===== config.mk =====
export PLATFORM = sky130hd
export DESIGN_NAME = ptmr_top
export DESIGN_NICKNAME = d
export VERILOG_FILES = /design/src/rtl/ptmr_pkg.sv /design/src/rtl/ptmr_prescaler.sv /design/src/rtl/ptmr_count.sv /design/src/rtl/ptmr_regs.sv /design/src/rtl/ptmr_top.sv
export SDC_FILE = /design/constraint.sdc
export NUM_CORES = 1
export LEC_CHECK = 0
export BUFFER_PORTS_ARGS = -buffer_cell sky130_fd_sc_hd__buf_4
export CAP_MARGIN = 0
export CORE_MARGIN = 1.5
export CORE_UTILIZATION = 52
export CTS_CLUSTER_DIAMETER = 100
export DETAILED_ROUTE_END_ITERATION = 8
export GPL_TIMING_DRIVEN = 1
export MAX_ROUTING_LAYER = met4
export PLACE_DENSITY = 0.69
export SETUP_SLACK_MARGIN = 0.4
export SLEW_MARGIN = 0
export SYNTH_ARGS = -nofsm -noshare
export SYNTH_HDL_FRONTEND = slang
export SYNTH_SLANG_ARGS = --single-unit

===== constraint.sdc =====
create_clock -name clk -period 4.41 [get_ports clk]
set_input_delay 0.441 -clock clk [delete_from_list [all_inputs] [get_ports clk]]
set_output_delay 0.441 -clock clk [all_outputs]
set_load 0.02 [all_outputs]

===== src/rtl/ptmr_pkg.sv =====
package ptmr_pkg;
  localparam int ADDR_W = 5;
  localparam int DATA_W = 16;
  localparam int EVT_W  = 2;

  localparam logic [ADDR_W-1:0] OFS_MODE = 5'h00;
  localparam logic [ADDR_W-1:0] OFS_REF  = 5'h04;
  localparam logic [ADDR_W-1:0] OFS_CAP  = 5'h08;
  localparam logic [ADDR_W-1:0] OFS_CNT  = 5'h0C;
  localparam logic [ADDR_W-1:0] OFS_EVT  = 5'h11;

  localparam int MB_EN     = 0;
  localparam int MB_SRC_LO = 1;
  localparam int MB_WRAP   = 3;
  localparam int MB_IRQEN  = 4;
  localparam int MB_PRE_LO = 8;

  localparam int EV_CAP = 0;
  localparam int EV_REF = 1;

  typedef enum logic [1:0] {
    SRC_HALT0 = 2'd0,
    SRC_DIV   = 2'd1,
    SRC_DIV16 = 2'd2,
    SRC_HALT3 = 2'd3
  } src_e;
endpackage


===== src/rtl/ptmr_prescaler.sv =====
module ptmr_prescaler #(
  parameter int PRE_W  = 8,
  parameter int X16_SH = 4
) (
  input  logic             clk,
  input  logic             rst_n,
  input  logic             run,
  input  logic             restart,
  input  logic             div16,
  input  logic [PRE_W-1:0] pre,
  output logic             tick
);
  localparam int PC_W = PRE_W + X16_SH;

  logic [PC_W:0]   ratio_base;
  logic [PC_W:0]   ratio;
  logic [PC_W:0]   ratio_m1;
  logic [PC_W-1:0] lim;
  logic [PC_W-1:0] pc_q;

  always_comb begin
    ratio_base = {{(X16_SH + 1){1'b0}}, pre} + {{PC_W{1'b0}}, 1'b1};
    ratio      = div16 ? (ratio_base << X16_SH) : ratio_base;
    ratio_m1   = ratio - {{PC_W{1'b0}}, 1'b1};
    lim        = ratio_m1[PC_W-1:0];
  end

  assign tick = run && !restart && (pc_q == lim);

  always_ff @(posedge clk) begin
    if (!rst_n) begin
      pc_q <= '0;
    end else if (restart || !run || tick) begin
      pc_q <= '0;
    end else begin
      pc_q <= pc_q + {{(PC_W-1){1'b0}}, 1'b1};
    end
  end
endmodule


===== src/rtl/ptmr_count.sv =====
module ptmr_count #(
  parameter int CNT_W = 16
) (
  input  logic             clk,
  input  logic             rst_n,
  input  logic             tick,
  input  logic             load,
  input  logic [CNT_W-1:0] load_val,
  input  logic             wrap_en,
  input  logic [CNT_W-1:0] ref_val,
  output logic [CNT_W-1:0] cnt,
  output logic             hit
);
  logic [CNT_W-1:0] cnt_q;
  logic [CNT_W-1:0] next_val;

  always_comb begin
    if (wrap_en && (cnt_q == ref_val)) begin
      next_val = '0;
    end else begin
      next_val = cnt_q + {{(CNT_W-1){1'b0}}, 1'b1};
    end
  end

  assign hit = tick && !load && (next_val == ref_val);
  assign cnt = cnt_q;

  always_ff @(posedge clk) begin
    if (!rst_n) begin
      cnt_q <= '0;
    end else if (load) begin
      cnt_q <= load_val;
    end else if (tick) begin
      cnt_q <= next_val;
    end
  end
endmodule


===== src/rtl/ptmr_regs.sv =====
module ptmr_regs
  import ptmr_pkg::*;
(
  input  logic              clk,
  input  logic              rst_n,
  input  logic              reg_wr,
  input  logic [ADDR_W-1:0] reg_addr,
  input  logic [DATA_W-1:0] reg_wdata,
  input  logic              hit,
  input  logic [DATA_W-1:0] cnt,
  output logic [DATA_W-1:0] mode,
  output logic [DATA_W-1:0] ref_val,
  output logic [EVT_W-1:0]  evt,
  output logic              wr_cnt,
  output logic              wr_timing,
  output logic [DATA_W-1:0] reg_rdata,
  output logic              irq
);
  logic [DATA_W-1:0] mode_q, ref_q, cap_q;
  logic [EVT_W-1:0]  evt_q, clr_mask, set_mask;
  logic wr_mode, wr_ref, wr_cap, wr_evt, disabling;

  assign wr_mode   = reg_wr && (reg_addr == OFS_MODE);
  assign wr_ref    = reg_wr && (reg_addr == OFS_REF);
  assign wr_cap    = reg_wr && (reg_addr == OFS_CAP);
  assign wr_cnt    = reg_wr && (reg_addr == OFS_CNT);
  assign wr_evt    = reg_wr && (reg_addr == OFS_EVT);
  assign wr_timing = wr_mode || wr_ref;
  assign disabling = wr_mode && mode_q[MB_EN] && !reg_wdata[MB_EN];

  always_comb begin
    clr_mask = wr_evt ? reg_wdata[EVT_W-1:0] : '0;
    set_mask = '0;
    set_mask[EV_REF] = hit;
  end

  always_ff @(posedge clk) begin
    if (!rst_n) begin
      mode_q <= '0;
      ref_q  <= '0;
      cap_q  <= '0;
      evt_q  <= '0;
    end else begin
      if (disabling) begin
        mode_q <= '0;
        ref_q  <= '0;
      end else begin
        if (wr_mode) mode_q <= reg_wdata;
        if (wr_ref)  ref_q  <= reg_wdata;
      end
      if (wr_cap) cap_q <= reg_wdata;
      evt_q <= (evt_q & ~clr_mask) | set_mask;
    end
  end

  always_comb begin
    unique case (reg_addr)
      OFS_MODE: reg_rdata = mode_q;
      OFS_REF:  reg_rdata = ref_q;
      OFS_CAP:  reg_rdata = cap_q;
      OFS_CNT:  reg_rdata = cnt;
      OFS_EVT:  reg_rdata = {{(DATA_W-EVT_W){1'b0}}, evt_q};
      default:  reg_rdata = '0;
    endcase
  end

  assign mode    = mode_q;
  assign ref_val = ref_q;
  assign evt     = evt_q;
  assign irq     = mode_q[MB_IRQEN] && evt_q[EV_REF];
endmodule


===== src/rtl/ptmr_top.sv =====
module ptmr_top
  import ptmr_pkg::*;
#(
  parameter int PRE_W  = 8,
  parameter int X16_SH = 4
) (
  input  logic              clk,
  input  logic              rst_n,
  input  logic              reg_wr,
  input  logic [ADDR_W-1:0] reg_addr,
  input  logic [DATA_W-1:0] reg_wdata,
  output logic [DATA_W-1:0] reg_rdata,
  output logic              irq
);
  logic [DATA_W-1:0] mode_w, ref_w, cnt_w;
  logic [EVT_W-1:0]  evt_w;
  logic              wr_cnt, wr_timing, tick, hit, run, div16;
  src_e              src;

  assign src   = src_e'(mode_w[MB_SRC_LO +: 2]);
  assign run   = mode_w[MB_EN] && ((src == SRC_DIV) || (src == SRC_DIV16));
  assign div16 = (src == SRC_DIV16);

  ptmr_regs u_regs (
    .clk       (clk),
    .rst_n     (rst_n),
    .reg_wr    (reg_wr),
    .reg_addr  (reg_addr),
    .reg_wdata (reg_wdata),
    .hit       (hit),
    .cnt       (cnt_w),
    .mode      (mode_w),
    .ref_val   (ref_w),
    .evt       (evt_w),
    .wr_cnt    (wr_cnt),
    .wr_timing (wr_timing),
    .reg_rdata (reg_rdata),
    .irq       (irq)
  );

  ptmr_prescaler #(.PRE_W(PRE_W), .X16_SH(X16_SH)) u_pre (
    .clk     (clk),
    .rst_n   (rst_n),
    .run     (run),
    .restart (wr_timing),
    .div16   (div16),
    .pre     (mode_w[MB_PRE_LO +: PRE_W]),
    .tick    (tick)
  );

  ptmr_count #(.CNT_W(DATA_W)) u_cnt (
    .clk      (clk),
    .rst_n    (rst_n),
    .tick     (tick),
    .load     (wr_cnt),
    .load_val (reg_wdata),
    .wrap_en  (mode_w[MB_WRAP]),
    .ref_val  (ref_w),
    .cnt      (cnt_w),
    .hit      (hit)
  );
endmodule


# Word level (Yosys, flattened, before mapping)
# Index checks and enable logic that the tools add are counted.
[word_totals]
output_inout_bits = 17
romBits = 0
ramBits = 0
n_memories = 0
wordCells = 55
latch_bits = 0
inputBits = 24
regBits = 78
[op_classes]
mux = 6
n_reduce_logical = 26
mul = 0
n_eq_ne = 9
n_addsub = 4
div_mod_pow = 0
n_bitwise = 4
order_cmp = 0
shift = 0
[op_table]
columns = ["operator", "count"]
rows = [
  ["case mux 16 bit (5 select lines)", 1],
  ["two-way mux 16 bit", 3],
  ["equality test 16 bit", 2],
  ["adder 16 x 1 -> 16 bit, second input constant", 1],
  ["logical AND 1 bit", 14],
  ["adder 12 x 1 -> 12 bit, second input constant", 1],
  ["equality test 12 bit", 1],
  ["two-way mux 12 bit", 1],
  ["subtractor 12 x 1 -> 12 bit, second input constant", 1],
  ["equality test 5 x 4 -> 1 bit, second input constant", 2],
  ["adder 8 x 1 -> 9 bit, second input constant", 1],
  ["equality test 5 x 3 -> 1 bit, second input constant", 1],
  ["equality test 5 bit, second input constant", 1],
  ["logical NOT 5 bit", 1],
  ["logical NOT 1 bit", 4],
  ["logical OR 1 bit", 4],
  ["OR reduction 2 bit", 2],
  ["AND 2 bit", 1],
  ["equality test 2 x 1 -> 1 bit, second input constant", 1],
  ["equality test 2 bit, second input constant", 1],
  ["two-way mux 2 bit", 1],
  ["inverter 2 bit", 1],
  ["bitwise OR 2 bit", 1],
  ["nonzero test 2 bit", 1],
  ["inverter 1 bit", 1],
]

# Logic depth before layout (Yosys ltp)
# Gate-level depths: netlist of run 1.
[depth]
ltp_word = 9
ltp_mapped = 17
ltp_nobuf = 13

# Hierarchy
# Synthesis of run 1 repeated with hierarchy kept, for this count alone.
[unflattened]
cells_unflattened = 798
area_unflattened_um2 = 6003.3
[modules_own_cells]
columns = ["module", "area_each_um2", "cells_per_inst", "seq_area_each_um2", "n_inst"]
rows = [
  ["ptmr_regs", 2617.5, 340, 1001.0, 1],
  ["ptmr_count", 1979.4, 269, 320.3, 1],
  ["ptmr_prescaler", 1376.3, 186, 240.2, 1],
  ["ptmr_top", 30.0, 3, 0.0, 1],
]

# Least setup slack after synthesis of run 1
# No wires, ideal clock.
[synth_path]
path_kind = "register -> register"
from = "reg u_regs.mode_q[1], in the netlist u_regs.mode[1]"
to = "reg u_regs.evt_q[1], in the netlist u_regs.evt[1]"
t_arrival_ns = 3.811
t_required_ns = 4.340
setup_time_ns = 0.070
stages_incl_launch_ff = 17
n_path_buf = 3
synth_period_minus_slack_ns = 3.881
slack_ns = 0.529
path_cell_list = "dfxtp_1 > inv_1 > ha_1 > buf_2 > buf_2 > clkbuf_1 > or2_2 > ha_1 > o21ai_0 > or4_4 > a2111oi_0 > a32oi_1 > and4_4 > nor4_4 > nand4_2 > or4_1 > a21boi_1"
[synth_between]
elab_chain_cells = 8
word_cells_on_any_way = 12
cone_classes = "1 x add/sub; 3 x eq/ne; 1 x mux; 1 x bitwise; 6 x reduce/logical"
[synth_lines]
columns = ["element", "line_no", "source"]
rows = [
  ["start, declared", "ptmr_regs.sv:19", "logic [DATA_W-1:0] mode_q, ref_q, cap_q;"],
  ["start signal, assigned", "ptmr_regs.sv:48", "if (wr_mode) mode_q <= reg_wdata;"],
  ["equality test 2 bit or equality test 2 x 1 -> 1 bit (tied branches)", "ptmr_top.sv:21, ptmr_top.sv:22", ""],
  ["two-way mux 12 bit or logical OR 1 bit (tied branches)", "ptmr_prescaler.sv:23, ptmr_top.sv:21", ""],
  ["subtractor 12 x 1 -> 12 bit or logical AND 1 bit (tied branches)", "ptmr_prescaler.sv:24, ptmr_top.sv:21", ""],
  ["equality test 12 bit or logical AND 1 bit (tied branches)", "ptmr_prescaler.sv:28", "assign tick = run && !restart && (pc_q == lim);"],
  ["logical AND 1 bit *", "ptmr_prescaler.sv:28", ""],
  ["logical AND 1 bit * (2 in a row)", "ptmr_count.sv:25", "assign hit = tick && !load && (next_val == ref_val);"],
  ["bitwise OR 2 bit *", "ptmr_regs.sv:52", "evt_q <= (evt_q & ~clr_mask) | set_mask;"],
  ["end signal, assigned", "ptmr_regs.sv:52", ""],
  ["end, declared", "ptmr_regs.sv:20", "logic [EVT_W-1:0] evt_q, clr_mask, set_mask;"],
]
# Every way passes the cells marked *; elsewhere a longest branch is shown, timed or not.
# A chain may end at the register's enable or synchronous reset.

# Worst setup path after layout of run 1
[layout_path]
from = "reg u_regs.mode_q[10], in the netlist u_regs.mode[10]"
to = "reg u_cnt.cnt_q[12], in the netlist u_cnt.cnt[12]"
[layout_between]
elab_chain_cells = 6
[layout_lines]
columns = ["element", "line_no", "source"]
rows = [
  ["adder 8 x 1 -> 9 bit", "ptmr_prescaler.sv:22", "ratio_base = {{(X16_SH + 1){1'b0}}, pre} + {{PC_W{1'b0}}, 1'b1};"],
  ["two-way mux 12 bit", "ptmr_prescaler.sv:23", "ratio = div16 ? (ratio_base << X16_SH) : ratio_base;"],
  ["subtractor 12 x 1 -> 12 bit", "ptmr_prescaler.sv:24", "ratio_m1 = ratio - {{PC_W{1'b0}}, 1'b1};"],
  ["equality test 12 bit", "ptmr_prescaler.sv:28", ""],
  ["logical AND 1 bit", "ptmr_prescaler.sv:28", ""],
  ["nonzero test 2 bit (no source line)", "--", ""],
  ["end signal, assigned", "ptmr_count.sv:32", "cnt_q <= load_val;"],
  ["end signal, assigned", "ptmr_count.sv:34", "cnt_q <= next_val;"],
  ["end, declared", "ptmr_count.sv:14", "logic [CNT_W-1:0] cnt_q;"],
]
# No other way between the ends.

==> out/results.tsv, run 1 <==
stage	metric	value	unit
outcome	status	completed	
sta	hold_viol	0	
placed_design	dp.cells	795	
die	placementRows	36	
setup_path	start_kind	flip-flop	
routing	avgViaCountPerCell	5.993	
setup_path	criticalPathCategory	reg2reg	
logic_synthesis	async_flop_share	0	%
grt	gr-usage-all-layers	28.00	%
pwr	ir_drop	0.1436	mV
cts	clock-root-buffer	clkbuf_8	
cts	path_clk_slew	0.08	ns
sta	maxSlewHeadroom	41.43	%
placed_design	place_congestion	0.9362	
sta	period_needed	3.829	ns
sta	tightestPinTransition	0.8785	ns
placed_design	pre_cts_slack	0.4156	ns
cts	post_cts_resized	0	
routing	first_pass_iters	5	
finish	area_growth	11.27	%
logic_synthesis	synth_mux_area_share	12.56	%
routing	drc	0	
cts	cts_made_buffers	9	
sta	finalMaxSlewViolations	0	
cts	cts_tree	yes	
placed_design	placed_area	5670	um^2
logic_synthesis	ys_seq_area_share	29.35	%
grt	grt_max_degree	38	
cts	cts-hold-fix-buffers	0	
sta	rsz0062_at_grt	no	
die	dieHeight	104.2	um
logic_synthesis	synthesis.nets	689	
pwr	leakage	2.154	nW
sta	fin_crit_sh	86.83	%
logic_synthesis	synth_area	5320	um^2
logic_synthesis	dominantRegCellSynth	dfxtp_1	
grt	antenna_found_initial	0	
routing	ant_nets	0	
cts	postCtsSetupBuffers	0	
finish	stdcell_area	5919	um^2
placed_design	dpl.hpwl	10370	um
logic_synthesis	synth_edf_count	0	
logic_synthesis	synth_fa_ha_area_share	1.176	%
finish	final_core_util	60.01	%
setup_path	cp.arrival	4.13	ns
grt	grt-ovfl-total	0	
sta	fmax	261.1	MHz
setup_path	timing.rr.start	u_regs.mode[10]	
sta	setup_violations	0	
hold_path	hp-start	reg_wdata[0]	
run	drv_cap	0	
finish	layoutNonFillerInstCount	810	
finish	drive_gt1_share	15.66	%
routing	vias	4854	
finish	n_fill_cell	880	
die	num_io_pins	41	
routing	finalWirelength	14670	um
cts	clkSinkCount	78	
finish	diodes	0	
setup_path	crit_path_end_kind	flip-flop	
sta	finClkSkew	0.008351	ns
die	start_util	53.93	%
sta	setup_slack	0.5806	ns
setup_path	crit_start	u_regs.mode[10]	
routing	wl_per_cell	18.11	um
die	core	9864	um^2
die	die_w	104.2	um
hold_path	min_path_type	in2reg	
logic_synthesis	avgSynthCellArea	8.061	um^2
sta	fin_setup_tns	0	ns
cts	clock_latency	0.37	ns
cts	htree_levels	3	
grt	grt_pass1_wl	23480	um
logic_synthesis	synth_compound_gate_area_share	14.09	%
logic_synthesis	synth_top_family_by_area	simple AND/OR/NAND/NOR gates	
die	fp.dieArea	10850	um^2
cts	clockBufferDepth	2	
logic_synthesis	netlist_instances	660	
logic_synthesis	yosys.area_share.simple	28.20	%
finish	finalNetCount	702	
routing	first_iter_violations	370	
logic_synthesis	synth_cell_types	65	
logic_synthesis	synth-xor-area-share	10.30	%
placed_design	io_buffer_count	40	
logic_synthesis	ys_ff_latch	78	
grt	grt_pass1_vias	4687	
pwr	power.density	241.5	nW/um^2
setup_path	crit_required	4.71	ns
setup_path	cp_max_fo	12	
logic_synthesis	ys_warn_count	0	
[stage by stage]
| stage | power (mW) | hold WS, ns |
|---|---|---|
| 4_1_cts | 1.439 | 0.2906 |
| 5_1_grt | 1.472 | 0.2953 |
| 2_1_floorplan | 0.7934 | 0.4118 |
| 3_3_place_gp | 0.8372 | 0.4213 |
| 6_report | 1.430 | 0.3084 |
| 3_5_place_dp | 0.8395 | 0.4303 |
[routing by layer]
metal,global-route usage (%),share of wire (%)
met2,46.40,49
met3,5.075,5.5
met4,11.90,3.2
met1,33.45,42
met5,-,0
[final cells by class]
cell class	count	area (um^2)	area share, %
Tap cell	133	166.4	2.811
Clock inverter	4	70.07	1.184
Multi-Input combinational cell	525	3562	60.18
Inverter	10	37.54	0.6341
Clock buffer	11	151.4	2.558
Timing Repair Buffer	49	367.9	6.214
Sequential cell	78	1564	26.42
[final timing paths]
path / depth (start not counted) / slack (ns) / endpoint
max: 11 / 0.58 / u_cnt.cnt[12]
min: 2 / 0.31 / u_regs.evt[0]
max reg2reg: 11 / 0.58 / u_cnt.cnt[12]
min reg2reg: 2 / 0.45 / u_regs.evt[0]
[Yosys cell counts, types with 16 or more instances]
cell / count / area (um^2)
nor2_1: 46 / 172.7
mux2i_1: 21 / 210.2
a21boi_0: 18 / 135.1
nand4_1: 16 / 100.1
mux4_2: 16 / 360.4
and2_1: 26 / 162.7
clkbuf_1: 35 / 131.4
a21oi_1: 45 / 225.2
xnor2_1: 29 / 254.0
nand2_1: 132 / 495.5
xor2_1: 31 / 271.5
dfxtp_1: 78 / 1562
[flip-flops by register name, summed over array words and instances (netlist names)]
| signal | count |
|---|---|
| u_regs.mode | 16 |
| u_regs.evt | 2 |
| u_cnt.cnt | 16 |
| u_regs.ref_val | 16 |
| u_regs.cap_q | 16 |
| u_pre.pc_q | 12 |
[worst max-delay path, cell delays in order, from the launching register on]
cell and delay (ns):
dfxtp_1 0.60, and4_1 0.32, a21oi_1 0.10, o31a_1 0.38
or3b_4 0.44, nor4b_4 0.32, mux2_2 0.40, nor4_4 0.31
nand4_2 0.16, buf_4 0.23, or3_1 0.35, a21boi_1 0.14
[where the power goes]
part | switching [mW] | internal, mW | total, mW
clock | 0.261 | 0.345 | 0.605
sequential | 0.00755 | 0.708 | 0.716
combinational | 0.0622 | 0.0463 | 0.108
[kinds of logic (layout without fill, tap and decap cells)]
| logic type | after synthesis | count (layout) |
|---|---|---|
| buf+inv | 57 | 74 |
| compound gates | 116 | 116 |
| flops | 78 | 78 |
| mux | 45 | 45 |
| simple gates | 298 | 298 |
| fa+ha+maj | 5 | 5 |
| xor+xnor | 61 | 61 |
[layout by cell type (no fill, tap or decap), types with 4 or more instances in the layout]
master    count
nand2b_1      8
o21ai_0      11
a21boi_1      5
and2_1       26
buf_4        49
and3_1        8
nand4_1      16
xor2_1       31
inv_1        10
nor2b_1       6
nand3_1      14
mux4_2       16
a31oi_1       5
clkbuf_8     11
a21boi_0     18
o32ai_1       4
a21oi_1      45
xnor2_1      29
nor4b_1       4
nor4_1        4
mux2_2        5
nor2_1       46
nand2_1     132
dfxtp_1      76
or3_1         5
mux2i_1      21
(Power assumes the default switching activity.)
==> run 2: changes to the inputs <==
CELL_PAD_IN_SITES_DETAIL_PLACEMENT = 0   (was not set)
CELL_PAD_IN_SITES_GLOBAL_PLACEMENT = 1   (was not set)
CORE_UTILIZATION = 46   (was 52)
PLACE_DENSITY = 0.79   (was 0.69)
SKIP_LAST_GASP = 1   (was not set)
TNS_END_PERCENT = 10   (was not set)
==> run 2 against run 1 <==
Die area rose by 13%. Clock skew rose by 0.0022 ns. Clock power rose by 42%. Core utilization fell by 6.6 points. Power rose by 18%. Final area rose by 2.6%. Flip-flop and latch count did not move. Non-clock buffer count rose by 2. Combinational power barely moved. Global-route usage fell by 2.1 points. Sequential share of layout area fell by 0.65 points. Register-to-register slack improved by 0.05 ns. Critical endpoint is now u_cnt.cnt[11].
==> out/results.tsv, run 2 (synthesis results as in run 1) <==
stage	metric	value	unit
outcome	status	completed	
cts	htree_levels	3	
setup_path	crit_path_end_kind	flip-flop	
sta	tightestPinTransition	0.8850	ns
setup_path	start_kind	flip-flop	
hold_path	min_path_cells	2	
sta	finClkSkew	0.01052	ns
run	drv_cap	0	
setup_path	path_buf_inv	1	
finish	finalNetCount	704	
sta	whs	0.3316	ns
die	start_util	46.79	%
hold_path	holdPathEnd	u_regs.evt[0]	
setup_path	cp.arrival	4.05	ns
die	dieHeight	110.5	um
sta	finalMaxSlewViolations	0	
setup_path	r2r-end	u_cnt.cnt[11]	
placed_design	io_buffer_count	40	
sta	period_needed	3.784	ns
die	die_w	110.5	um
cts	path_clk_slew	0.07	ns
pwr	leakage	2.209	nW
sta	setup_slack	0.6257	ns
sta	fin_setup_tns	0	ns
grt	grt_max_degree	38	
cts	clockBufferDepth	2	
sta	fmax	264.3	MHz
routing	wl_per_cell	18.08	um
routing	ant_nets	0	
sta	setup_violations	0	
routing	finalWirelength	14880	um
setup_path	cpMaxStageDelayCell	or3b_4	
die	core	11370	um^2
placed_design	place_congestion	0.8826	
pwr	ir_drop	0.2559	mV
routing	vias	4830	
finish	area_growth	14.16	%
grt	antenna_found_initial	0	
die	num_io_pins	41	
die	fp.dieArea	12220	um^2
grt	gr-usage-all-layers	25.94	%
sta	maxSlewHeadroom	40.88	%
routing	drc	0	
setup_path	cp_max_fo	12	
finish	final_cell_mix	nand2_1 (132), dfxtp_1 (75), buf_4 (51)	
cts	clock-root-buffer	clkbuf_16	
cts	cts-hold-fix-buffers	0	
routing	first_pass_iters	4	
setup_path	timing.rr.start	u_regs.mode[9]	
hold_path	min_path_type	in2reg	
cts	clkSinkCount	78	
cts	clock_latency	0.35	ns
finish	final_core_util	53.42	%
placed_design	pre_cts_slack	0.3944	ns
cts	cts_tree	yes	
sta	rsz0062_at_grt	no	
setup_path	crit_required	4.68	ns
die	placementRows	39	
grt	grt_pass1_wl	24600	um
setup_path	path_cells	ha_4 > nand3_4 > mux2_4 > a211oi_2 > or3b_4 > nor4b_4 > mux2_2 > nor4_4 > nand4_2 > buf_4 > or3_1 > a21boi_1	
setup_path	critical-path-max-stage-delay	0.46	ns
finish	drive_gt1_share	16.18	%
grt	grt-ovfl-total	0	
hold_path	hp-start	reg_wdata[0]	
routing	first_iter_violations	269	
setup_path	r2r_cells	12	
placed_design	dpl.hpwl	10550	um
setup_path	criticalPathCategory	reg2reg	
sta	fin_crit_sh	85.81	%
cts	cts_made_buffers	9	
setup_path	cp_top_family	simple AND/OR/NAND/NOR gates	
pwr	power.density	277.4	nW/um^2
finish	final_common_cell	nand2_1	
routing	avgViaCountPerCell	5.869	
setup_path	ff2ff_setup_slack	0.63	ns
finish	diodes	0	
sta	hold_viol	0	
grt	grt_pass1_vias	4758	
run 2: worst reg2reg max path, stage by stage (launching register included):
cell and delay (ns):
dfxtp_2 0.42, ha_4 0.21, nand3_4 0.11, mux2_4 0.34, a211oi_2 0.27, or3b_4 0.46, nor4b_4 0.31, mux2_2 0.40
nor4_4 0.29, nand4_2 0.13, buf_4 0.23, or3_1 0.37, a21boi_1 0.17
run 2: final cells by class:
class	instances	area [um^2]
clock inverter	6	110.1
fill	1095	5296
clock buffer	10	229.0
sequential	78	1565
tap	143	178.9
multi-input combinational	525	3570
inverter	10	37.54
timing repair buffer	51	382.9
run 2: metrics by stage:
step | area [um^2] | power, mW | cells
6_report | 6073 | 1.685 | 823
5_1_grt | 6073 | 1.744 | 823
4_1_cts | 6035 | 1.699 | 822
3_5_place_dp | 5690 | 0.8400 | 806
3_3_place_gp | 5690 | 0.8388 | 806
2_1_floorplan | 5320 | 0.7934 | 660
run 2: worst max-delay path by stage:
stage                         from       endpoint  slack (ns)  cells past startpoint
floorplan           u_regs.mode[1]  u_regs.evt[1]        0.53                     16
detailed placement  u_regs.mode[1]  u_cnt.cnt[11]        0.39                     14
CTS                 u_regs.mode[9]  u_cnt.cnt[11]        0.45                     12
global route        u_regs.mode[1]  u_cnt.cnt[11]        0.43                     14
finish              u_regs.mode[9]  u_cnt.cnt[11]        0.63                     12
global placement    u_regs.mode[9]  u_cnt.cnt[12]        0.55                     12
run 2: power by group:
part,internal (mW),leakage (nW),switching [mW],total [mW]
combinational,0.0463,1.42,0.0620,0.108
sequential,0.709,0.630,0.00759,0.717
clock,0.552,0.159,0.307,0.860
total,1.31,2.21,0.377,1.68
run 2: what timing repair did:
| action | in CTS | in global routing |
|---|---|---|
| resized for setup | 2 | 7 |
| setup buffers | 0 | 1 |
| endpoints found under the setup margin | 1 | 12 |
| pin swaps | 0 | 1 |
run 2: metal layers:
| layer | global-route usage, % | routed length, um | share of wire, % | vias up |
|---|---|---|---|---|
| met5 | - | 0 | 0 | - |
| met4 | 10.17 | 316 | 2.1 | 0 |
| met3 | 3.787 | 617 | 4.1 | 26 |
| met2 | 42.47 | 7262 | 49 | 112 |
| met1 | 32.41 | 6679 | 45 | 2354 |
| li1 | - | - | - | 2338 |
